===== src/rtl/mdrop_rx_pkg.sv =====
package mdrop_rx_pkg;
  localparam int DATA_W = 8;

  typedef enum logic {
    RX_IDLE = 1'b0,
    RX_BUSY = 1'b1
  } rx_state_e;

  typedef struct packed {
    logic [DATA_W-1:0] data;
    logic              addr;
    logic              stop_ok;
  } rx_frame_t;
endpackage


===== src/rtl/mdrop_baud_tick.sv =====
module mdrop_baud_tick #(
  parameter int TICK_DIV = 4
) (
  input  logic clk,
  input  logic rst_n,
  output logic tick
);
  localparam int CW = (TICK_DIV > 1) ? $clog2(TICK_DIV) : 1;
  localparam logic [CW-1:0] LAST = CW'(TICK_DIV - 1);

  logic [CW-1:0] cnt_q, cnt_d;
  logic          tick_q, tick_d;

  always_comb begin
    tick_d = (cnt_q == LAST);
    cnt_d  = tick_d ? '0 : cnt_q + 1'b1;
  end

  always_ff @(posedge clk or negedge rst_n) begin
    if (!rst_n) begin
      cnt_q  <= '0;
      tick_q <= 1'b0;
    end else begin
      cnt_q  <= cnt_d;
      tick_q <= tick_d;
    end
  end

  assign tick = tick_q;

  AST_TICK_SPACED: assert property (@(posedge clk) disable iff (!rst_n)
    (tick_q && (TICK_DIV > 1)) |=> !tick_q);
endmodule


===== src/rtl/mdrop_frame_rx.sv =====
module mdrop_frame_rx
  import mdrop_rx_pkg::*;
#(
  parameter int OSR = 16
) (
  input  logic      clk,
  input  logic      rst_n,
  input  logic      tick,
  input  logic      rxd,
  output logic      line_s,
  output logic      rx_idle,
  output logic      done,
  output rx_frame_t frame
);
  localparam int OW = $clog2(OSR);
  localparam logic [OW-1:0] MID = OW'(OSR / 2);
  localparam int NBITS = DATA_W + 3;
  localparam int IW = $clog2(NBITS);
  localparam logic [IW-1:0] IDX_TYPE = IW'(DATA_W + 1);
  localparam logic [IW-1:0] IDX_STOP = IW'(DATA_W + 2);

  logic              s1_q, s2_q;
  logic [1:0]        hist_q, hist_d;
  rx_state_e         st_q, st_d;
  logic [OW-1:0]     os_q, os_d;
  logic [IW-1:0]     idx_q, idx_d;
  logic [DATA_W-1:0] sr_q, sr_d;
  logic              typ_q, typ_d;
  logic              done_q, done_d;
  rx_frame_t         frm_q, frm_d;
  logic              vote;

  always_ff @(posedge clk or negedge rst_n) begin
    if (!rst_n) begin
      s1_q <= 1'b1;
      s2_q <= 1'b1;
    end else begin
      s1_q <= rxd;
      s2_q <= s1_q;
    end
  end

  assign vote = (hist_q[1] & hist_q[0]) | (hist_q[1] & s2_q) | (hist_q[0] & s2_q);

  always_comb begin
    hist_d = hist_q;
    st_d   = st_q;
    os_d   = os_q;
    idx_d  = idx_q;
    sr_d   = sr_q;
    typ_d  = typ_q;
    done_d = 1'b0;
    frm_d  = frm_q;
    if (tick) begin
      hist_d = {hist_q[0], s2_q};
      unique case (st_q)
        RX_IDLE: begin
          if (hist_q[0] && !s2_q) begin
            st_d  = RX_BUSY;
            os_d  = OW'(1);
            idx_d = '0;
          end
        end
        RX_BUSY: begin
          os_d = os_q + 1'b1;
          if (os_q == MID) begin
            idx_d = idx_q + 1'b1;
            if (idx_q == '0) begin
              if (vote) st_d = RX_IDLE;
            end else if (idx_q == IDX_TYPE) begin
              typ_d = vote;
            end else if (idx_q == IDX_STOP) begin
              st_d          = RX_IDLE;
              done_d        = 1'b1;
              frm_d.data    = sr_q;
              frm_d.addr    = typ_q;
              frm_d.stop_ok = vote;
            end else begin
              sr_d = {vote, sr_q[DATA_W-1:1]};
            end
          end
        end
        default: st_d = RX_IDLE;
      endcase
    end
  end

  always_ff @(posedge clk or negedge rst_n) begin
    if (!rst_n) begin
      hist_q <= 2'b11;
      st_q   <= RX_IDLE;
      os_q   <= '0;
      idx_q  <= '0;
      sr_q   <= '0;
      typ_q  <= 1'b0;
      done_q <= 1'b0;
      frm_q  <= '0;
    end else begin
      hist_q <= hist_d;
      st_q   <= st_d;
      os_q   <= os_d;
      idx_q  <= idx_d;
      sr_q   <= sr_d;
      typ_q  <= typ_d;
      done_q <= done_d;
      frm_q  <= frm_d;
    end
  end

  assign line_s  = s2_q;
  assign rx_idle = (st_q == RX_IDLE);
  assign done    = done_q;
  assign frame   = frm_q;

  AST_DONE_PULSE: assert property (@(posedge clk) disable iff (!rst_n)
    done_q |=> !done_q);
  AST_DONE_FROM_BUSY: assert property (@(posedge clk) disable iff (!rst_n)
    $rose(done_q) |-> $past(st_q == RX_BUSY));
endmodule


===== src/rtl/mdrop_idle_det.sv =====
module mdrop_idle_det #(
  parameter int IDLE_TICKS = 176
) (
  input  logic clk,
  input  logic rst_n,
  input  logic tick,
  input  logic line,
  input  logic rx_idle,
  input  logic restart,
  output logic idle_seen
);
  localparam int CW = $clog2(IDLE_TICKS + 1);
  localparam logic [CW-1:0] FULL = CW'(IDLE_TICKS);

  logic [CW-1:0] cnt_q, cnt_d;

  always_comb begin
    cnt_d = cnt_q;
    if (restart) begin
      cnt_d = '0;
    end else if (tick) begin
      if (!line || !rx_idle) cnt_d = '0;
      else if (cnt_q != FULL) cnt_d = cnt_q + 1'b1;
    end
  end

  always_ff @(posedge clk or negedge rst_n) begin
    if (!rst_n) cnt_q <= '0;
    else        cnt_q <= cnt_d;
  end

  assign idle_seen = (cnt_q == FULL);

  AST_IDLE_NEEDS_HIGH: assert property (@(posedge clk) disable iff (!rst_n)
    $rose(idle_seen) |-> ($past(line) && $past(rx_idle) && !$past(restart)));
endmodule


===== src/rtl/mdrop_wake_rx.sv =====
module mdrop_wake_rx
  import mdrop_rx_pkg::*;
#(
  parameter int TICK_DIV   = 4,
  parameter int OSR        = 16,
  parameter int IDLE_BITS  = 11
) (
  input  logic              clk,
  input  logic              rst_n,
  input  logic              rxd,
  input  logic              wake_sel,
  input  logic              sleep_set,
  input  logic              rie,
  input  logic              rd_ack,
  output logic [DATA_W-1:0] rx_data,
  output logic              rx_addr,
  output logic              rx_full,
  output logic              frame_err,
  output logic              overrun,
  output logic              sleep,
  output logic              irq_rx,
  output logic              irq_rx_err
);
  localparam int IDLE_TICKS = IDLE_BITS * OSR;

  logic [1:0] rst_sync_q;
  logic       rst_n_i;

  always_ff @(posedge clk or negedge rst_n) begin
    if (!rst_n) rst_sync_q <= 2'b00;
    else        rst_sync_q <= {rst_sync_q[0], 1'b1};
  end
  assign rst_n_i = rst_sync_q[1];

  logic      tick, line_s, rx_idle, frm_done, idle_seen;
  rx_frame_t frm;

  mdrop_baud_tick #(.TICK_DIV(TICK_DIV)) u_baud (
    .clk   (clk),
    .rst_n (rst_n_i),
    .tick  (tick)
  );

  mdrop_frame_rx #(.OSR(OSR)) u_frame (
    .clk     (clk),
    .rst_n   (rst_n_i),
    .tick    (tick),
    .rxd     (rxd),
    .line_s  (line_s),
    .rx_idle (rx_idle),
    .done    (frm_done),
    .frame   (frm)
  );

  mdrop_idle_det #(.IDLE_TICKS(IDLE_TICKS)) u_idle (
    .clk       (clk),
    .rst_n     (rst_n_i),
    .tick      (tick),
    .line      (line_s),
    .rx_idle   (rx_idle),
    .restart   (sleep_set),
    .idle_seen (idle_seen)
  );

  logic              sleep_q, sleep_d;
  logic              full_q, full_d;
  logic              fe_q, fe_d;
  logic              or_q, or_d;
  logic              addr_q, addr_d;
  logic [DATA_W-1:0] data_q, data_d;
  logic              accept, load, ovr;

  always_comb begin
    accept = frm_done && (!sleep_q || (wake_sel && frm.addr));
    load   = accept && (!full_q || rd_ack);
    ovr    = accept && full_q && !rd_ack;

    data_d = load ? frm.data : data_q;
    addr_d = load ? frm.addr : addr_q;

    if (load)        full_d = 1'b1;
    else if (rd_ack) full_d = 1'b0;
    else             full_d = full_q;

    if (load)        fe_d = !frm.stop_ok;
    else if (rd_ack) fe_d = 1'b0;
    else             fe_d = fe_q;

    if (load)        or_d = 1'b0;
    else if (ovr)    or_d = 1'b1;
    else if (rd_ack) or_d = 1'b0;
    else             or_d = or_q;

    if (sleep_set)                                       sleep_d = 1'b1;
    else if (sleep_q && accept)                          sleep_d = 1'b0;
    else if (sleep_q && !wake_sel && idle_seen)          sleep_d = 1'b0;
    else                                                 sleep_d = sleep_q;
  end

  always_ff @(posedge clk or negedge rst_n_i) begin
    if (!rst_n_i) begin
      sleep_q <= 1'b0;
      full_q  <= 1'b0;
      fe_q    <= 1'b0;
      or_q    <= 1'b0;
      addr_q  <= 1'b0;
      data_q  <= '0;
    end else begin
      sleep_q <= sleep_d;
      full_q  <= full_d;
      fe_q    <= fe_d;
      or_q    <= or_d;
      addr_q  <= addr_d;
      data_q  <= data_d;
    end
  end

  assign rx_data    = data_q;
  assign rx_addr    = addr_q;
  assign rx_full    = full_q;
  assign frame_err  = fe_q;
  assign overrun    = or_q;
  assign sleep      = sleep_q;
  assign irq_rx     = rie && full_q && !(fe_q || or_q);
  assign irq_rx_err = rie && full_q && (fe_q || or_q);

  AST_ASLEEP_DROP: assert property (@(posedge clk) disable iff (!rst_n_i)
    (frm_done && sleep_q && wake_sel && !frm.addr && !rd_ack && !sleep_set)
      |=> ($stable(data_q) && $stable(full_q) && $stable(fe_q) && $stable(or_q)
           && $stable(addr_q) && sleep_q));
  AST_ADDR_WAKE: assert property (@(posedge clk) disable iff (!rst_n_i)
    (frm_done && sleep_q && wake_sel && frm.addr && !sleep_set) |=> !sleep_q);
  AST_SLEEP_SW_ONLY: assert property (@(posedge clk) disable iff (!rst_n_i)
    $rose(sleep_q) |-> $past(sleep_set));
  AST_OVR_KEEP: assert property (@(posedge clk) disable iff (!rst_n_i)
    (frm_done && !sleep_q && full_q && !rd_ack) |=> (or_q && $stable(data_q)));
  AST_FE_SET: assert property (@(posedge clk) disable iff (!rst_n_i)
    (frm_done && !sleep_q && !full_q && !frm.stop_ok) |=> fe_q);
  AST_IRQ_EXCL: assert property (@(posedge clk) disable iff (!rst_n_i)
    !(irq_rx && irq_rx_err));
endmodule


===== config.mk =====
export PLATFORM = sky130hd
export DESIGN_NAME = mdrop_wake_rx
export DESIGN_NICKNAME = d
export VERILOG_FILES = /design/src/rtl/mdrop_rx_pkg.sv /design/src/rtl/mdrop_baud_tick.sv /design/src/rtl/mdrop_frame_rx.sv /design/src/rtl/mdrop_idle_det.sv /design/src/rtl/mdrop_wake_rx.sv
export SDC_FILE = /design/constraint.sdc
export NUM_CORES = 1
export LEC_CHECK = 0
export ABC_AREA = 1
export ABC_CLOCK_PERIOD_IN_PS = 4510
export BUFFER_PORTS_ARGS = -buffer_cell sky130_fd_sc_hd__buf_4
export CAP_MARGIN = 40
export CORE_UTILIZATION = 35
export CTS_BUF_LIST = sky130_fd_sc_hd__clkbuf_4
export CTS_CLUSTER_DIAMETER = 30
export DETAILED_ROUTE_END_ITERATION = 8
export SLEW_MARGIN = 20
export SYNTH_ARGS = -nofsm -noshare
export SYNTH_HDL_FRONTEND = slang
export SYNTH_HIERARCHICAL = 1
export SYNTH_SLANG_ARGS = --single-unit

===== constraint.sdc =====
create_clock -name clk -period 4.51 [get_ports clk]
set_clock_uncertainty 0.05 [all_clocks]
set_input_delay 0 -clock clk [delete_from_list [all_inputs] [get_ports clk]]
set_output_delay 0 -clock clk [all_outputs]
set_load 0.03 [all_outputs]

* Word-level counts from Yosys, hierarchy flattened
Cells that the tools add are included.
Word-level totals: input port bits 7, register bits 59, output and inout bits 15
Operators by class: bitwise gates (word level) 9, equal/unequal tests 8, multiplexer cells 31, add/sub/neg operators 4, reduce and logical (&&, ||, !) cells 35
Operator list (number):
- 8-bit 2-to-1 mux | 4
- 1-bit 2-to-1 mux | 20
- 4-bit one-hot mux with 2 select lines | 2
- 4-bit equality test, second input constant | 3
- 1-bit logical AND | 12
- 4-bit 2-to-1 mux | 3
- 6-bit AND reduction | 2
- 3-bit nonzero test | 3
- 4-bit by 1-bit adder with 4-bit output, second input constant | 2
- 8-bit by 1-bit adder with 8-bit output, second input constant | 1
- 8-bit equality test, second input constant | 1
- 8-bit inequality test, second input constant | 1
- 1-bit logical NOT | 7
- 5-bit AND reduction | 1
- 4-bit logical NOT | 1
- 1-bit logical OR | 4
- 1-bit NOT | 4
- 2-bit AND reduction | 2
- 2-bit nonzero test | 2
- 1-bit bitwise AND | 3
- 3-bit AND reduction | 1
- 2-bit by 1-bit adder with 2-bit output, second input constant | 1
- 2-bit equality test, second input constant | 1
- 2-bit 2-to-1 mux | 1
- 4 further kinds | 5

* Logic depth before layout (Yosys ltp)
Gate-level depths: netlist of run 1.
depth after elaboration 7, mapped depth 9

* Cells and area by module
The synthesis of run 1 kept the hierarchy.
By module, submodules not included:
- mdrop_frame_rx | area each 1564.0 um^2, cells each 178, times used 1, seq. area each 830.8 um^2
- mdrop_wake_rx | area each 648.1 um^2, cells each 73, times used 1, seq. area each 375.4 um^2
- mdrop_idle_det | area each 624.3 um^2, cells each 86, times used 1, seq. area each 200.2 um^2
- mdrop_baud_tick | area each 91.3 um^2, cells each 5, times used 1, seq. area each 75.1 um^2

* Worst setup path after synthesis of run 1
Ideal clock, no wire load.
path type reg-to-reg, from register u_frame.idx_q[0], to register u_frame.sr_q[7], library setup time 0.117 ns, cell stages (with the launch flop) 7, data arrival time 1.282 ns, slack 3.061 ns, data required time 4.343 ns, period minus slack after synthesis 1.449 ns, cells stage by stage dfrtp_1 -> inv_1 -> ha_1 -> o21ai_2 -> nand3_2 -> nand2_1 -> nand2_1
On the way: longest elaborated chain between the ends 3, elaborated cells between the ends (all ways) 7, classes of those cells 2 x eq/ne; 3 x bitwise; 2 x reduce/logical
RTL lines:
- start, declared | RTL line mdrop_frame_rx.sv:26 | logic [IW-1:0] idx_q, idx_d;
- start signal, assigned | RTL line mdrop_frame_rx.sv:102 | idx_q <= idx_d;
- 4-bit equality test, or another cell as far along | RTL line mdrop_frame_rx.sv:72 | end else if (idx_q == IDX_STOP) begin
- 1-bit NOT (no source line)
- 6-bit AND reduction (no source line) (*)
- end signal, assigned | RTL line mdrop_frame_rx.sv:103 | sr_q <= sr_d;
- end, declared | RTL line mdrop_frame_rx.sv:27 | logic [DATA_W-1:0] sr_q, sr_d;
Mark *: on every way between the ends. The rest lies on a longest branch, timed or not. A chain may end at the register's enable or synchronous reset.

* Final worst setup path of run 1
from register u_frame.idx_q[0], to register u_frame.sr_q[1]
The elaborated chain is that of the path after synthesis.

==> results.json, run 1 <==
{
  "clkLatencyLatePin_ns": 0.40,
  "r2r_cells": 8,
  "crit_fanout": 11,
  "ys_top_cells_by_area": "dfrtp_1 (47%), nand2_1 (17%), nand4_1 (5.1%)",
  "post_cts_resize_count": 0,
  "yosys.area.top_type": "dfrtp_1",
  "grt_pass1_wl_um": 9390,
  "power_leakage_uw": 0.00177,
  "cts_tree": "yes",
  "slew_violations": 0,
  "multi_input_area_sq_um": 1230,
  "outcome": "finished clean",
  "holdPathStages": 5,
  "drc": 0,
  "cp_slowest_stage_delay_ns": 0.49,
  "start_kind": "register",
  "yosysWarnings": 6,
  "path_clk_slew_ns": 0.12,
  "hold_start": "wake_sel",
  "grt_pass1_vias": 2150,
  "synth_ff_type": "dfrtp_1",
  "synth.most_common_cell": "nand2_1",
  "syn_avg_cell_area_sq_um": 8.56,
  "layout-drive-gt1-share_pct": 18.0,
  "root_buffer": "clkbuf_4",
  "finalWorstSetupSlack_ns": 2.55,
  "syn_area_sq_um": 2930,
  "wire_per_inst_um": 10.7,
  "wl_um": 5140,
  "io_pins": 22,
  "finalHoldViolCount": 0,
  "fin_setup_tns_ns": 0,
  "hold_class": "primary input to register",
  "crit_type": "register to register",
  "clock.fmax_mhz": 510,
  "fp.dieArea_sq_um": 8730,
  "cp_slowest_cell": "nor2_1",
  "setup_viol": 0,
  "worstPathArrival_ns": 2.21,
  "total_power_uw": 1100,
  "dpl_worst_slack_ns": 2.58,
  "dr.first_iter.drc_count": 130,
  "endpoint_kind": "register",
  "ys_ff_latch": 59,
  "die-width_um": 93.5,
  "cts_sinks": 59,
  "antenna_cells": 0,
  "crit_top_cell": "nand2_1",
  "max_slew.worst_pin.slew_ns": 0.697,
  "ys_types": 31,
  "track_usage_pct": 13.7,
  "r2r_end": "u_frame/sr_q[1]",
  "finalCriticalPeriod_ns": 1.96,
  "io_buffers": 21,
  "die_h_um": 93.5,
  "ff_latch_area_sq_um": 1480,
  "hold_path_end": "rx_data[6]",
  "ir_worst_vdd_mv": 0.112,
  "worst_hold_slack_ns": 0.0609,
  "dp.cells": 457,
  "areaGrowthSynthToFinish_pct": 14.3,
  "via_per_inst": 4.65,
  "reg2reg_from": "u_frame/idx_q[0]",
  "yosysSeqAreaShare_pct": 50.6,
  "rows": 32,
  "cts_max_level": 3,
  "hpwl_um": 3620,
  "synth_top_cell_area_share_pct": 47.0,
  "fin_crit_sh_pct": 43.4,
  "rrSetupSlack_ns": 2.55,
  "maxCapViolations": 0,
  "crit_chain": "inv_1 -> ha_1 -> nand2_1 -> nor2_1 -> nor2_1 -> nand3_2 -> nand2_1 -> nand2_1",
  "num_vias": 2229,
  "core_sq_um": 7930,
  "nFillCells": 797,
  "firstDrtPassIters": 4,
  "final_nets": 388,
  "initial_core_util_pct": 36.9,
  "grt_max_degree": 58,
  "overflow": 0,
  "synth-edff-count": 0,
  "rsz0062_at_grt": "no",
  "slew_headroom_pct": 53.5,
  "fin_cells": 479,
  "antenna_found_initial": 0,
  "async_reset_ff_share_pct": 100,
  "worst_ep_required_time_ns": 4.76,
  "synth_nets": 358,
  "powerDensity_nw_per_um2": 329,
  "finalWeightedCongestion": 0.779,
  "ant_nets": 0,
  "clock_path_buffers": 2,
  "synth_common_cells": "nand2_1 (129), dfrtp_1 (55), inv_1 (33), nand4_1 (24), nor2_1 (18)",
  "syn_inst": 342,
  "numCtsBuffers": 9
}
critical path: cells and delay by family, from the launching register on:
family | cells | cell delay [ns]
DFF | 1 | 0.43
and+or+nand+nor | 6 | 1.07
adders and majority gates | 1 | 0.20
buffers and inverters | 1 | 0.11
cells in the final DEF, fill, tap and decap left out, types with 6 or more instances in the layout:
| cell | Yosys | routed |
|---|---|---|
| buf_4 | 3 | 22 |
| clkbuf_4 | 0 | 9 |
| dfrtp_1 | 55 | 54 |
| dlygate4sd3_1 | 0 | 6 |
| ha_1 | 9 | 9 |
| inv_1 | 33 | 33 |
| nand2_1 | 129 | 129 |
| nand3_1 | 17 | 17 |
| nand4_1 | 24 | 24 |
| nor2_1 | 18 | 18 |
| o21ai_0 | 8 | 8 |
| o21ai_2 | 6 | 6 |
per-layer routing:
layer	GRT usage, %	routed length, um
met1	18.0	2560
met2	21.1	2320
met3	3.74	182
met4	5.77	82
met5	0	0
power by group:
group	leakage [uW]	internal (uW)	switching [uW]
Combinational	0.000912	45.4	94.5
Clock	0.0000725	171	216
Sequential	0.000783	555	17.0
Total	0.00177	772	327
worst max-delay path by stage:
| stage | cells past startpoint | slack [ns] | to | from |
|---|---|---|---|---|
| floorplan | 0 | 2.70 | frame_err | rst_sync_q[1] |
| global route | 8 | 2.31 | u_frame/sr_q[7] | u_frame/idx_q[0] |
| detailed placement | 8 | 2.58 | u_frame/sr_q[1] | u_frame/idx_q[0] |
| finish | 8 | 2.55 | u_frame/sr_q[1] | u_frame/idx_q[0] |
| CTS | 8 | 2.54 | sleep | u_idle/cnt_q[0] |
| global placement | 8 | 2.65 | u_frame/sr_q[6] | u_frame/idx_q[0] |
through the flow:
step,utilization (%),instance area (sq um)
floorplan,-,2930
global placement,39.6,3140
detailed placement,39.6,3140
CTS,42.2,3350
global route,42.2,3350
finish,42.2,3350
sequential cells by signal, indices dropped and copies added (netlist names), 2 cells and up:
register        flops
rst_sync_q          2
rx_data             8
u_baud/cnt_q        2
u_frame/frame      10
u_frame/hist_q      2
u_frame/idx_q       4
u_frame/os_q        4
u_frame/sr_q        8
u_idle/cnt_q        8
layout make-up:
type,count,share of cell area [%]
sequential,59,44.3
multi-input combinational,238,36.8
timing repair buffer,28,6.73
inverter,36,4.04
tap,102,3.81
clock inverter,7,2.28
clock buffer,9,2.02
cells by family after synthesis:
logic type      share of synthesized area (%)
simple gates                             34.3
flops                                    50.6
buf+inv                                  7.35
compound gates                           3.50
fa+ha+maj                                3.85
xor+xnor                                0.299
other cells                             0.128
repair_timing:
action                                 CTS  global route
buffers inserted                         0             0
endpoints found under the hold margin   15             0
hold buffers                             6             0
Power figures use the tool's default switching activity.
==> run 2: changes to the inputs <==
--- a/config.mk
+++ b/config.mk
@@ -5,8 +5,8 @@
 export SDC_FILE = /design/constraint.sdc
 export NUM_CORES = 1
 export LEC_CHECK = 0
-export ABC_AREA = 1
-export ABC_CLOCK_PERIOD_IN_PS = 4510
+export ABC_AREA = 0
+export ABC_CLOCK_PERIOD_IN_PS = 2000
 export BUFFER_PORTS_ARGS = -buffer_cell sky130_fd_sc_hd__buf_4
 export CAP_MARGIN = 40
 export CORE_UTILIZATION = 35
==> constraint.sdc (replaced) <==
create_clock -name clk -period 2 [get_ports clk]
set_clock_uncertainty 0.05 [all_clocks]
set_input_delay 0 -clock clk [delete_from_list [all_inputs] [get_ports clk]]
set_output_delay 0 -clock clk [all_outputs]
set_load 0.03 [all_outputs]
==> run 2 against run 1 <==
  * Die area decreased by 4.8%
  * Combinational power increased by 100%
  * Sequential power rose by 130%
  * Largest power group unchanged
  * Wire length shrank 9.4%
  * Core utilization up 0.43 points
  * Largest cell class unchanged
  * Sequential cell count stayed put
  * Non-clock buffer count rose by 3
  * Global-route usage is 0.94 points lower
  * Critical path depth shrank 3
  * Via count is 23% lower
  * Highest routed layer unchanged
==> results.json, run 2 <==
{
  "path_clk_slew_ns": 0.11,
  "syn_avg_cell_area_sq_um": 13.2,
  "power.switching_uw": 667,
  "wire_per_inst_um": 13.1,
  "synth.most_common_cell": "dfrtp_1",
  "rrSetupSlack_ns": 0.16,
  "syn_inst": 211,
  "ant_nets": 0,
  "async_reset_ff_share_pct": 100,
  "layout-drive-gt1-share_pct": 33.6,
  "synth_common_cells": "dfrtp_1 (55), mux2_4 (17), mux2_2 (12), inv_1 (10), nand2_1 (10)",
  "track_usage_pct": 12.7,
  "grt_max_degree": 48,
  "fin_setup_tns_ns": 0,
  "clock.fmax_mhz": 543,
  "power_leakage_uw": 0.00162,
  "p_int_uw": 1910,
  "areaGrowthSynthToFinish_pct": 18.3,
  "crit_fanout": 8,
  "cts_setup_buffers": 0,
  "dp.cells": 333,
  "rsz0062_at_grt": "no",
  "ys_top_cells_by_area": "dfrtp_1 (49%), mux2_4 (9.2%), mux2_2 (4.9%)",
  "cts_sinks": 59,
  "grt_pass1_wl_um": 8360,
  "worst_ep_required_time_ns": 2.24,
  "power.share.switching_pct": 25.9,
  "yosys.area.top_type": "dfrtp_1",
  "ir_worst_vdd_mv": 0.315,
  "combPwrFrac_pct": 11.1,
  "yosysSeqAreaShare_pct": 53.2,
  "synth_nets": 227,
  "fin_area_sq_um": 3290,
  "grt_pass1_vias": 1795,
  "placed_area_sq_um": 3070,
  "ys_types": 56,
  "fin_cells": 355,
  "slew_headroom_pct": 64.8,
  "cp_slowest_stage_delay_ns": 0.47,
  "drc": 0,
  "finalHoldViolCount": 0,
  "outcome": "finished clean",
  "cts_tree": "yes",
  "core_sq_um": 7730,
  "final_util_pct": 42.6,
  "die_h_um": 91.2,
  "cts_max_level": 3,
  "antenna_cells": 0,
  "synth_top_cell_area_share_pct": 49.4,
  "max_slew.worst_pin.slew_ns": 0.522,
  "wl_um": 4660,
  "reg2reg_from": "u_frame/idx_q[1]",
  "via_per_inst": 4.86,
  "rows": 32,
  "final_common_cell": "dfrtp_1",
  "yosysWarnings": 6,
  "final_nets": 264,
  "dr.first_iter.drc_count": 48,
  "initial_core_util_pct": 36.0,
  "root_buffer": "clkbuf_4",
  "syn_area_sq_um": 2780,
  "num_vias": 1727,
  "die-width_um": 91.2,
  "cp_top_family": "compound AO/OA/AOI/OAI gates",
  "numCtsBuffers": 9,
  "ys_ff_latch": 59,
  "start_kind": "register",
  "clkLatencyLatePin_ns": 0.40,
  "io_pins": 22,
  "final_cell_mix": "dfrtp_1 (54), buf_4 (24), mux2_4 (17)",
  "finalCriticalPeriod_ns": 1.84,
  "finalWorstSetupSlack_ns": 0.159,
  "endpoint_kind": "register",
  "finalWeightedCongestion": 0.768,
  "pwr-share-clk_pct": 38.0,
  "crit_chain": "inv_1 -> ha_1 -> nor3b_2 -> o311ai_4 -> mux2_2",
  "powerDensity_nw_per_um2": 782,
  "io_buffers": 21,
  "r2r_cells": 5,
  "largest_reg_flops": 10,
  "crit_type": "register to register",
  "overflow": 0,
  "fin_crit_sh_pct": 92.0,
  "firstDrtPassIters": 4,
  "synth-edff-count": 0,
  "r2r_end": "u_frame/sr_q[1]",
  "fp.dieArea_sq_um": 8310,
  "path_buf_inv": 1,
  "synth_ff_type": "dfrtp_1",
  "hpwl_um": 3200,
  "slew_violations": 0,
  "clock_path_buffers": 2,
  "dpl_worst_slack_ns": 0.178,
  "worstPathArrival_ns": 2.08,
  "cp_slowest_cell": "o311ai_4",
  "cp.depth": 5,
  "maxCapViolations": 0,
  "pwr-share-seq_pct": 50.9,
  "hold_class": "register to asynchronous set/reset pin",
  "setup_viol": 0,
  "antenna_found_initial": 0
}
[run 2: cell count changes after synthesis, sizes merged, moves of 4 or more]
cell,delta
nand2,-124
mux2,+30
inv,-25
nand4,-23
nand3,-16
nor2,-16
o21ai,-10
nand2b,+8
mux2i,+7
a21oi,+4
[run 2: timing repair]
action,CTS,global route
hold buffers,6,0
hold endpoints to repair,9,0
resized for setup,0,0
[run 2: layer usage]
layer | wire length (um) | global-route usage (%) | vias to the layer above
li1 | - | - | 836
met1 | 2250 | 16.3 | 854
met2 | 2150 | 19.3 | 31
met3 | 160 | 3.18 | 6
met4 | 97 | 7.80 | 0
met5 | 0 | 0 | -
[run 2: layout make-up]
cell class              count  area (sq um)
repair buffers             31           260
flip-flops and latches     59          1480
inverters                  10          37.5
clock inverters             7           100
fillers                   727          4430
multi-input cells         137          1220
well taps                 102           128
clock buffers               9          67.6
[run 2: power by group through the flow]
stage	logic [uW]	registers, uW	clock network, uW
global route	325	1320	1070
CTS	293	1310	1020
floorplan	210	1330	0
detailed placement	277	1330	0
finish	286	1310	980
global placement	276	1330	0
[run 2: through the flow]
stage	hold WS (ns)	power (uW)
after floorplan	-0.346	1540
after global placement	-0.264	1610
after detailed placement	-0.264	1610
after CTS	0.112	2620
after global routing	0.125	2720
final	0.0926	2580
[run 2: kinds of logic after synthesis]
| logic type | share of synthesized area [%] |
|---|---|
| fa+ha+maj | 4.40 |
| xor+xnor | 0.315 |
| buf+inv | 3.01 |
| flops | 53.2 |
| mux | 16.9 |
| compound gates | 8.27 |
| simple gates | 13.7 |
| other cells | 0.135 |
[run 2: worst reg2reg max path, delay by kind of cell, from the launching register on]
kind                       cells  cell delay [ns]
AOI/OAI and AO/OA              1             0.47
DFF                            1             0.43
muxes                          1             0.40
adders and majority gates      1             0.20
buffers and inverters          1             0.11
and+or+nand+nor                1             0.07
[run 2: how the worst max path moves through the flow]
stage / from / endpoint / slack, ns
after floorplan: rst_sync_q[1] / frame_err / 0.19
after global placement: u_frame/os_q[0] / u_frame/frame[6] / 0.21
after detailed placement: u_frame/os_q[0] / u_frame/frame[9] / 0.18
after CTS: u_frame/idx_q[1] / u_frame/sr_q[6] / 0.15
after global routing: u_frame/idx_q[0] / u_frame/sr_q[7] / 0.08
final: u_frame/idx_q[1] / u_frame/sr_q[1] / 0.16
